==> src/rtl/prio_irq_ctrl.sv <==
module prio_irq_ctrl (
  input  logic       clk,
  input  logic       rst_n,
  input  logic       port_sel,
  input  logic       wr_en,
  input  logic [7:0] wr_data,
  output logic [7:0] rd_data,
  input  logic [7:0] irq_in,
  input  logic [7:0] level_sel,
  input  logic       slave_mode,
  input  logic       ack,
  input  logic [2:0] cas_in,
  output logic       int_out,
  output logic [7:0] vec_out,
  output logic       vec_valid,
  output logic [2:0] cas_out,
  output logic       cas_en
);
  typedef enum logic [1:0] {S_RUN, S_BASE, S_CASC, S_MODE} setup_t;

  setup_t     st;
  logic [7:0] irr, isr, imr, irq_q, base, casc;
  logic       want_mode, lvl_all, show_isr;

  function automatic logic [2:0] top_bit(input logic [7:0] v);
    top_bit = 3'd0;
    for (int i = 7; i >= 0; i--)
      if (v[i]) top_bit = i[2:0];
  endfunction

  wire        cmd_wr  = wr_en && !port_sel;
  wire        dat_wr  = wr_en && port_sel;
  wire        restart = cmd_wr && wr_data[4];
  wire        eoi     = cmd_wr && !wr_data[4] && !wr_data[3] && wr_data == 8'h20;
  wire        rdsel   = cmd_wr && !wr_data[4] && wr_data[3] && wr_data[1];
  wire [7:0]  elig    = irr & ~imr;
  wire [2:0]  req_n   = top_bit(elig);
  wire [2:0]  srv_n   = top_bit(isr);
  wire [7:0]  lvl     = level_sel | {8{lvl_all}};

  assign int_out = (elig != 8'h00) && (isr == 8'h00 || req_n < srv_n);
  wire   grant   = ack && int_out && (!slave_mode || cas_in == casc[2:0]);
  wire [7:0] gbit = grant ? (8'h01 << req_n) : 8'h00;
  wire [7:0] ebit = (eoi && isr != 8'h00) ? (8'h01 << srv_n) : 8'h00;

  assign rd_data = port_sel ? imr : (show_isr ? isr : irr);

  always_ff @(posedge clk) begin
    if (!rst_n) begin
      st <= S_RUN; irr <= '0; isr <= '0; imr <= 8'hFF; irq_q <= '0;
      base <= '0; casc <= '0; want_mode <= 1'b0; lvl_all <= 1'b0; show_isr <= 1'b0;
      vec_out <= '0; vec_valid <= 1'b0; cas_out <= '0; cas_en <= 1'b0;
    end else begin
      irq_q     <= irq_in;
      vec_valid <= 1'b0;
      cas_en    <= 1'b0;
      if (restart) begin
        st <= S_BASE; want_mode <= wr_data[0]; lvl_all <= wr_data[3];
        imr <= 8'hFF; irr <= '0; isr <= '0; show_isr <= 1'b0;
      end else begin
        for (int i = 0; i < 8; i++)
          irr[i] <= lvl[i] ? (irq_in[i] & ~isr[i]) : ((irr[i] | (irq_in[i] & ~irq_q[i])) & ~gbit[i]);
        isr <= (isr & ~ebit) | gbit;
        if (rdsel) show_isr <= wr_data[0];
        if (dat_wr) begin
          case (st)
            S_BASE: begin base <= wr_data; st <= S_CASC; end
            S_CASC: begin casc <= wr_data; st <= want_mode ? S_MODE : S_RUN; end
            S_MODE: st <= S_RUN;
            default: imr <= wr_data;
          endcase
        end
        if (grant) begin
          vec_out <= {base[7:3], req_n};
          if (!slave_mode && casc[req_n]) begin
            cas_out <= req_n; cas_en <= 1'b1;
          end else begin
            vec_valid <= 1'b1;
          end
        end
      end
    end
  end
endmodule


==> config.mk <==
export PLATFORM = sky130hd
export DESIGN_NAME = prio_irq_ctrl
export DESIGN_NICKNAME = d
export VERILOG_FILES = /design/src/rtl/prio_irq_ctrl.sv
export SDC_FILE = /design/constraint.sdc
export NUM_CORES = 1
export LEC_CHECK = 0
export BUFFER_PORTS_ARGS = -buffer_cell sky130_fd_sc_hd__buf_2
export CAP_MARGIN = 40
export CORE_UTILIZATION = 40
export DETAILED_ROUTE_END_ITERATION = 16
export PLACE_DENSITY_LB_ADDON = 0.1
export SYNTH_ARGS = -nofsm -noshare
export SYNTH_HDL_FRONTEND = slang
export SYNTH_SLANG_ARGS = --single-unit
==> constraint.sdc <==
create_clock -name clk -period 3.62 [get_ports clk]
set_input_delay 0.181 -clock clk [delete_from_list [all_inputs] [get_ports clk]]
set_output_delay 0.181 -clock clk [all_outputs]
set_load 0.01 [all_outputs]
# Word-level counts from Yosys, hierarchy flattened

Cells that the tools add are included.

Add/subtract/negate cells: 0
Multiply operators: 0
Div/mod/pow operators: 0
Magnitude comparators: 2
Equality and inequality tests: 5
Shift-type cells: 2
Multiplexer cells: 36
Bitwise gates (word level): 66
Reductions and logical operators: 35

Operator list:

| cell                                                | count |
|---|---|
| two-way mux 3 bit                                   | 16 |
| two-way mux 8 bit                                   | 4 |
| NOT 1 bit                                           | 28 |
| bitwise AND 1 bit                                   | 24 |
| bitwise AND 8 bit                                   | 2 |
| NOT 8 bit                                           | 2 |
| OR 8 bit                                            | 2 |
| nonzero test 8 bit                                  | 2 |
| left shift 1 x 3 -> 8 bit, first input constant     | 2 |
| logical AND 1 bit                                   | 13 |
| two-way mux 1 bit                                   | 13 |
| AND reduction 3 bit                                 | 3 |
| equality test 8 x 6 -> 1 bit, second input constant | 1 |
| zero test 8 bit                                     | 1 |
| OR 1 bit                                            | 8 |
| AND reduction 2 bit                                 | 4 |
| case mux 2 bit (3 select lines)                     | 1 |
| OR reduction 3 bit                                  | 2 |
| equality test 2 bit, second input constant          | 2 |
| zero test 1 bit                                     | 4 |
| < comparator 3 x 4 -> 1 bit, second input constant  | 1 |
| nonzero test 4 bit                                  | 1 |
| binary-select mux 1 bit (select 3 bit)              | 1 |
| equality test 3 bit                                 | 1 |
| other kinds (7)                                     | 8 |

Bits in registers: 66
Bits in latches: 0
RAM bits: 0
Bits in read-only memories: 0
Bits of input ports: 33
Output and inout bits: 22
Word-level logic and storage cells: 161
Memories: 0

# Logic depth before layout (Yosys ltp)

Depth in word-level cells: 19
Mapped depth: 13
Gate-level depth less buffers: 12

# Worst setup path after synthesis

No wires, ideal clock.

Kind: reg-to-reg
Start: register irr[1]
End: register cas_out[0]
Library setup time: 0.128 ns
Arrival time: 2.622 ns
Data required time: 3.492 ns
Setup slack: 0.870 ns
Stages on the path, launching flop included: 13
Path buffers: 1
Clock period less this slack: 2.750 ns
Cells stage by stage: dfxtp_1 > nor2b_1 > nor4_1 > nand2_1 > inv_1 > ha_1 > a21oi_1 > a32o_1 > a31oi_2 > nor3_4 > buf_6 > o31ai_4 > mux2i_1

Cells in the longest elaborated chain, start to end: 9
Elaborated cells on any way between the ends: 13
Classes of those cells: 1 x order compare; 4 x mux; 1 x bitwise; 7 x reduce/logical

RTL lines:

| what                              | RTL line | source |
|---|---|---|
| from (decl)                       | 22       | `logic [7:0] irr, isr, imr, irq_q, base, casc;` |
| from (signal, indexed assignment) | 62       | `irr[i] <= lvl[i] ? (irq_in[i] & ~isr[i]) : ((irr[i] \| (irq_in[i] & ~irq_q[i])) & ~gbit[i]);` |
| bitwise AND 8 bit *               | 36       | `wire [7:0] elig = irr & ~imr;` |
| two-way mux 3 bit * (2 in series) | 28       | `if (v[i]) top_bit = i[2:0];` |
| named net req_n[2]                | 37       | `wire [2:0] req_n = top_bit(elig);` |
| < comparator 3 bit                | 41       | `assign int_out = (elig != 8'h00) && (isr == 8'h00 \|\| req_n < srv_n);` |
| logical OR 1 bit                  | 41       |  |
| logical AND 1 bit                 | 41       |  |
| logical AND 1 bit (2 in series)   | 42       | `wire grant = ack && int_out && (!slave_mode \|\| cas_in == casc[2:0]);` |
| AND reduction 3 bit (no line) *   | -        |  |
| to (signal assigned)              | 52       | `vec_out <= '0; vec_valid <= 1'b0; cas_out <= '0; cas_en <= 1'b0;` |
| to (signal assigned)              | 76       | `cas_out <= req_n; cas_en <= 1'b1;` |
| to (decl)                         | 16       | `output logic [2:0] cas_out,` |

The timed path passes the listed nets; every way through them passes the cells marked *. The select of a mux whose other input is x is not followed.
A chain may end at the register's enable or synchronous reset.

# Final worst setup path

Start: register irr[1]
End: register irr[4]

Cells in the longest elaborated chain, start to end: 12
Elaborated cells on any way between the ends: 14
Classes of those cells: 1 x order compare; 1 x shift; 4 x mux; 3 x bitwise; 5 x reduce/logical

RTL lines:

| what                              | RTL line | source |
|---|---|---|
| bitwise AND 8 bit *               | 36       |  |
| two-way mux 3 bit * (2 in series) | 28       |  |
| named net req_n[2]                | 37       |  |
| < comparator 3 bit                | 41       |  |
| logical OR 1 bit                  | 41       |  |
| logical AND 1 bit                 | 41       |  |
| logical AND 1 bit (2 in series)   | 42       |  |
| two-way mux 8 bit *               | 43       | `wire [7:0] gbit = grant ? (8'h01 << req_n) : 8'h00;` |
| NOT 1 bit *                       | 62       |  |
| bitwise AND 1 bit *               | 62       |  |
| two-way mux 1 bit *               | 62       |  |

The timed path passes the listed nets; every way through them passes the cells marked *.

==> summary.md <==
| Metric | Value |
|---|---|
| Peak supply drop | 186.3 uV |
| Comb pwr share | 0.129 |
| Post-synth EDFFs | 0 |
| RD Place Congestion | 0.8579 |
| Final Net Count | 467 |
| Max incr delay on CP | 0.52 ns |
| Final design utilization | 0.4859 |
| Top cells by area in the synthesized netlist | dfxtp_1, nand2_1, mux2i_1 |
| GR Util met1 | 0.2954 |
| Total wire length | 8514 um |
| Final instance area | 3755 um^2 |
| Ratio of cells with drive above 1 in the final layout | 0.2197 |
| I/O Pins | 55 |
| Diode count | 0 |
| Status | finished clean |
| Slowest CP cell | nor3_1 |
| Top FF cell, synth | dfxtp_1 |
| Ys Warns | 0 |
| Gate Count Post-Synth | 384 |
| Sequential area share after synthesis | 0.3928 |
| TritonRoute pass-1 iters | 4 |
| All-Layer GR Usage | 0.2153 |
| Cts hold-fix bufs | 0 |
| CP Max Fanout | 4 |
| CTS root buf | clkbuf_8 |
| Hold Path Class | in -> reg |
| Share of the synthesized area in the top cell type | 0.3928 |
| Synthesized net count | 419 |
| Starting Density | 0.4155 |
| DP HPWL | 6143 um |
| FMAX | 0.3107 GHz |
| Mapped Area | 3211 um^2 |
| Remaining DRCs | 0 |
| Worst path cell trace | nor2b_1 > nor4_2 > nand2_1 > inv_1 > ha_1 > a21oi_1 > a32o_1 > a31oi_2 > nor3_1 > nand2_1 > a31o_2 |
| CTS tree | built |
| Setup crit start kind | flip-flop |
| Vias | 2825 |
| Die height | 91.59 um |
| Met3 Use GR | 0.03853 |
| Post-DR wirelength/cell | 15.80 um |
| Setup-failing EPs final | 0 |
| RSZ-0062 raised after global routing | false |
| CP endpoint kind | flip-flop |
| Placed Area | 3545 um^2 |
| Worst Path Buf+Inv | 1 |
| Vias in the first global route | 2735 |
| FF-to-FF Start | irr[1] |
| H-Tree Depth | 3 |
| Avg Cell Area, Syn | 8.361 um^2 |
| Post-route ant nets | 0 |
| Final WS setup | 0.4019 ns |
| Sequential share of power | 0.469 |
| Gr busiest metal | met2 |
| Relative slew slack | 0.4718 |
| Die area | 8389 um^2 |
| Cell Rows | 32 |
| Initial antenna violation count | 0 |
| Net Sw Power | 454.4 uW |
| Clk buf depth | 2 |
| Clock share of power | 0.402 |
| Worst path most repeated cell | nand2_1 |
| Post-CTS sizing | 0 |
| Die span in x | 91.59 um |
| GR Util met2 | 0.3346 |
| Clock slew at reported path FFs | 0.08 ns |
| Synth cell types | 48 |
| Switching share of power | 0.2873 |
| Final hold vios | 0 |
| Worst EP arrival | 3.46 ns |
| Delay-heaviest family, CP | simple AND/OR/NAND/NOR gates |
| Max-slew violations | 0 |
| GRT overflow | 0 |
| Hold Startpoint | irq_in[4] |
| Hold slack | 0.05970 ns |
| Post-DR vias/cell | 5.241 |
| First-pass GRT wire length | 13880 um |
| Max-Cap Viols | 0 |
| Dpl ws | 0.3140 ns |
| Tmin final | 3.218 ns |
| I/O Buffers | 54 |
| Final setup TNS | 0 ns |
| Fraction of registers with async set/reset | 0 |
| Worst Skew | 0.01229 ns |
| CP Class | reg -> reg |
| Tightest Pin Transition | 0.7904 ns |
| Period utilisation layout | 0.8890 |
| Synth area leader | dfxtp_1 |
| Setup crit start | irr[1] |
| Later-pin clock latency in the skew report | 0.35 ns |
| CTS buffer count | 9 |
| Initial drt markers | 117 |
| Post-CTS Setup Inserts | 0 |
| Core area | 7727 um^2 |
| # clock sinks | 63 |
| Pint | 1127 uW |
| Syn-to-layout area delta | 16.95% |
| Seq cells post-synth | 63 |
| Largest net degree at the start of global routing | 30 |
| Crit path required time | 3.86 ns |
| Pwr Density | 421.2 nW/um^2 |
| Leakage | 0.001504 uW |
==> worst register-to-register path, delay by kind of cell, from the launching register on <==
family | cells | cell delay [ns]
simple gates | 5 | 1.51
fa+ha+maj | 1 | 0.29
compound gates | 4 | 0.75
flops | 1 | 0.34
buf+inv | 1 | 0.22
==> power by group through the flow <==
stage | Clock (uW) | Combinational, uW | Sequential, uW
2_1_floorplan | 0 | 137 | 747
6_report | 636 | 204 | 742
4_1_cts | 650 | 205 | 741
3_5_place_dp | 0 | 203 | 757
5_1_grt | 678 | 226 | 745
3_3_place_gp | 0 | 202 | 756
==> Yosys cell counts (all sizes together) (2+ instances only) <==
cell / n
a2111oi: 3
a211oi: 5
a21boi: 7
a21oi: 22
a31o: 7
and2: 9
clkbuf: 18
dfxtp: 63
ha: 2
inv: 13
mux2i: 26
nand2: 71
nand2b: 8
nand3: 12
nor2: 32
nor2b: 13
nor3: 19
nor4: 3
nor4b: 8
o21ai: 18
o311ai: 2
o31ai: 3
or3: 2
xor2: 3
==> state kept, by name, indices dropped and copies added, names as in the netlist, 2 cells and up <==
| signal | count |
|---|---|
| base | 5 |
| cas_out | 3 |
| casc | 8 |
| imr | 8 |
| irq_q | 8 |
| irr | 8 |
| isr | 8 |
| st | 2 |
| vec_out | 8 |
==> placed cells by master, fill, tap and decap left out, types with 4 or more instances in the layout <==
master | synthesis | routed
nand2b_1 | 8 | 8
a211oi_1 | 4 | 4
and2_1 | 9 | 9
mux2i_1 | 26 | 26
inv_1 | 13 | 13
o21ai_0 | 16 | 16
dfxtp_1 | 63 | 63
buf_2 | 0 | 54
a21oi_1 | 22 | 22
nor2b_1 | 11 | 11
clkbuf_8 | 0 | 9
a31o_2 | 6 | 6
nand2_1 | 71 | 71
nor2_1 | 32 | 32
nor4b_1 | 8 | 8
a21boi_0 | 7 | 7
nand3_1 | 12 | 12
nor3_1 | 15 | 15
==> logic make-up after synthesis <==
family          Yosys count  share of synthesized area
flops                    63                     0.3928
simple gates            182                     0.2876
fa+ha+maj                 2                   0.007793
buf+inv                  32                    0.03975
xor+xnor                  3                   0.008185
mux                      26                    0.08106
compound gates           76                     0.1828
==> cell type report <==
cell class / instances / area [um^2]
clock buffers: 9 / 123.9
clock inverters: 7 / 80.08
flip-flops and latches: 63 / 1261
well taps: 102 / 127.6
multi-input cells: 289 / 1828
repair buffers: 56 / 285.3
fillers: 785 / 3973
inverters: 13 / 48.80
==> metrics by stage <==
step                cells  power, uW
floorplan             384      883.8
global placement      523      958.3
finish                539       1582
global route          539       1649
CTS                   539       1596
detailed placement    523      960.1
==> routing by layer <==
layer,up-vias,part of all wire
met5,-,0
met4,0,0.015
met3,11,0.052
met2,62,0.45
met1,1312,0.48
li1,1440,-
==> worst paths after layout <==
path	cells after the start	endpoint	slack (ns)
setup / recovery	11	irr[4]	0.40
hold / removal	2	irq_q[4]	0.06
setup reg to reg	11	irr[4]	0.40
hold reg to reg	2	cas_out[0]	0.46
No activity file was read; power rests on OpenSTA's default activity.
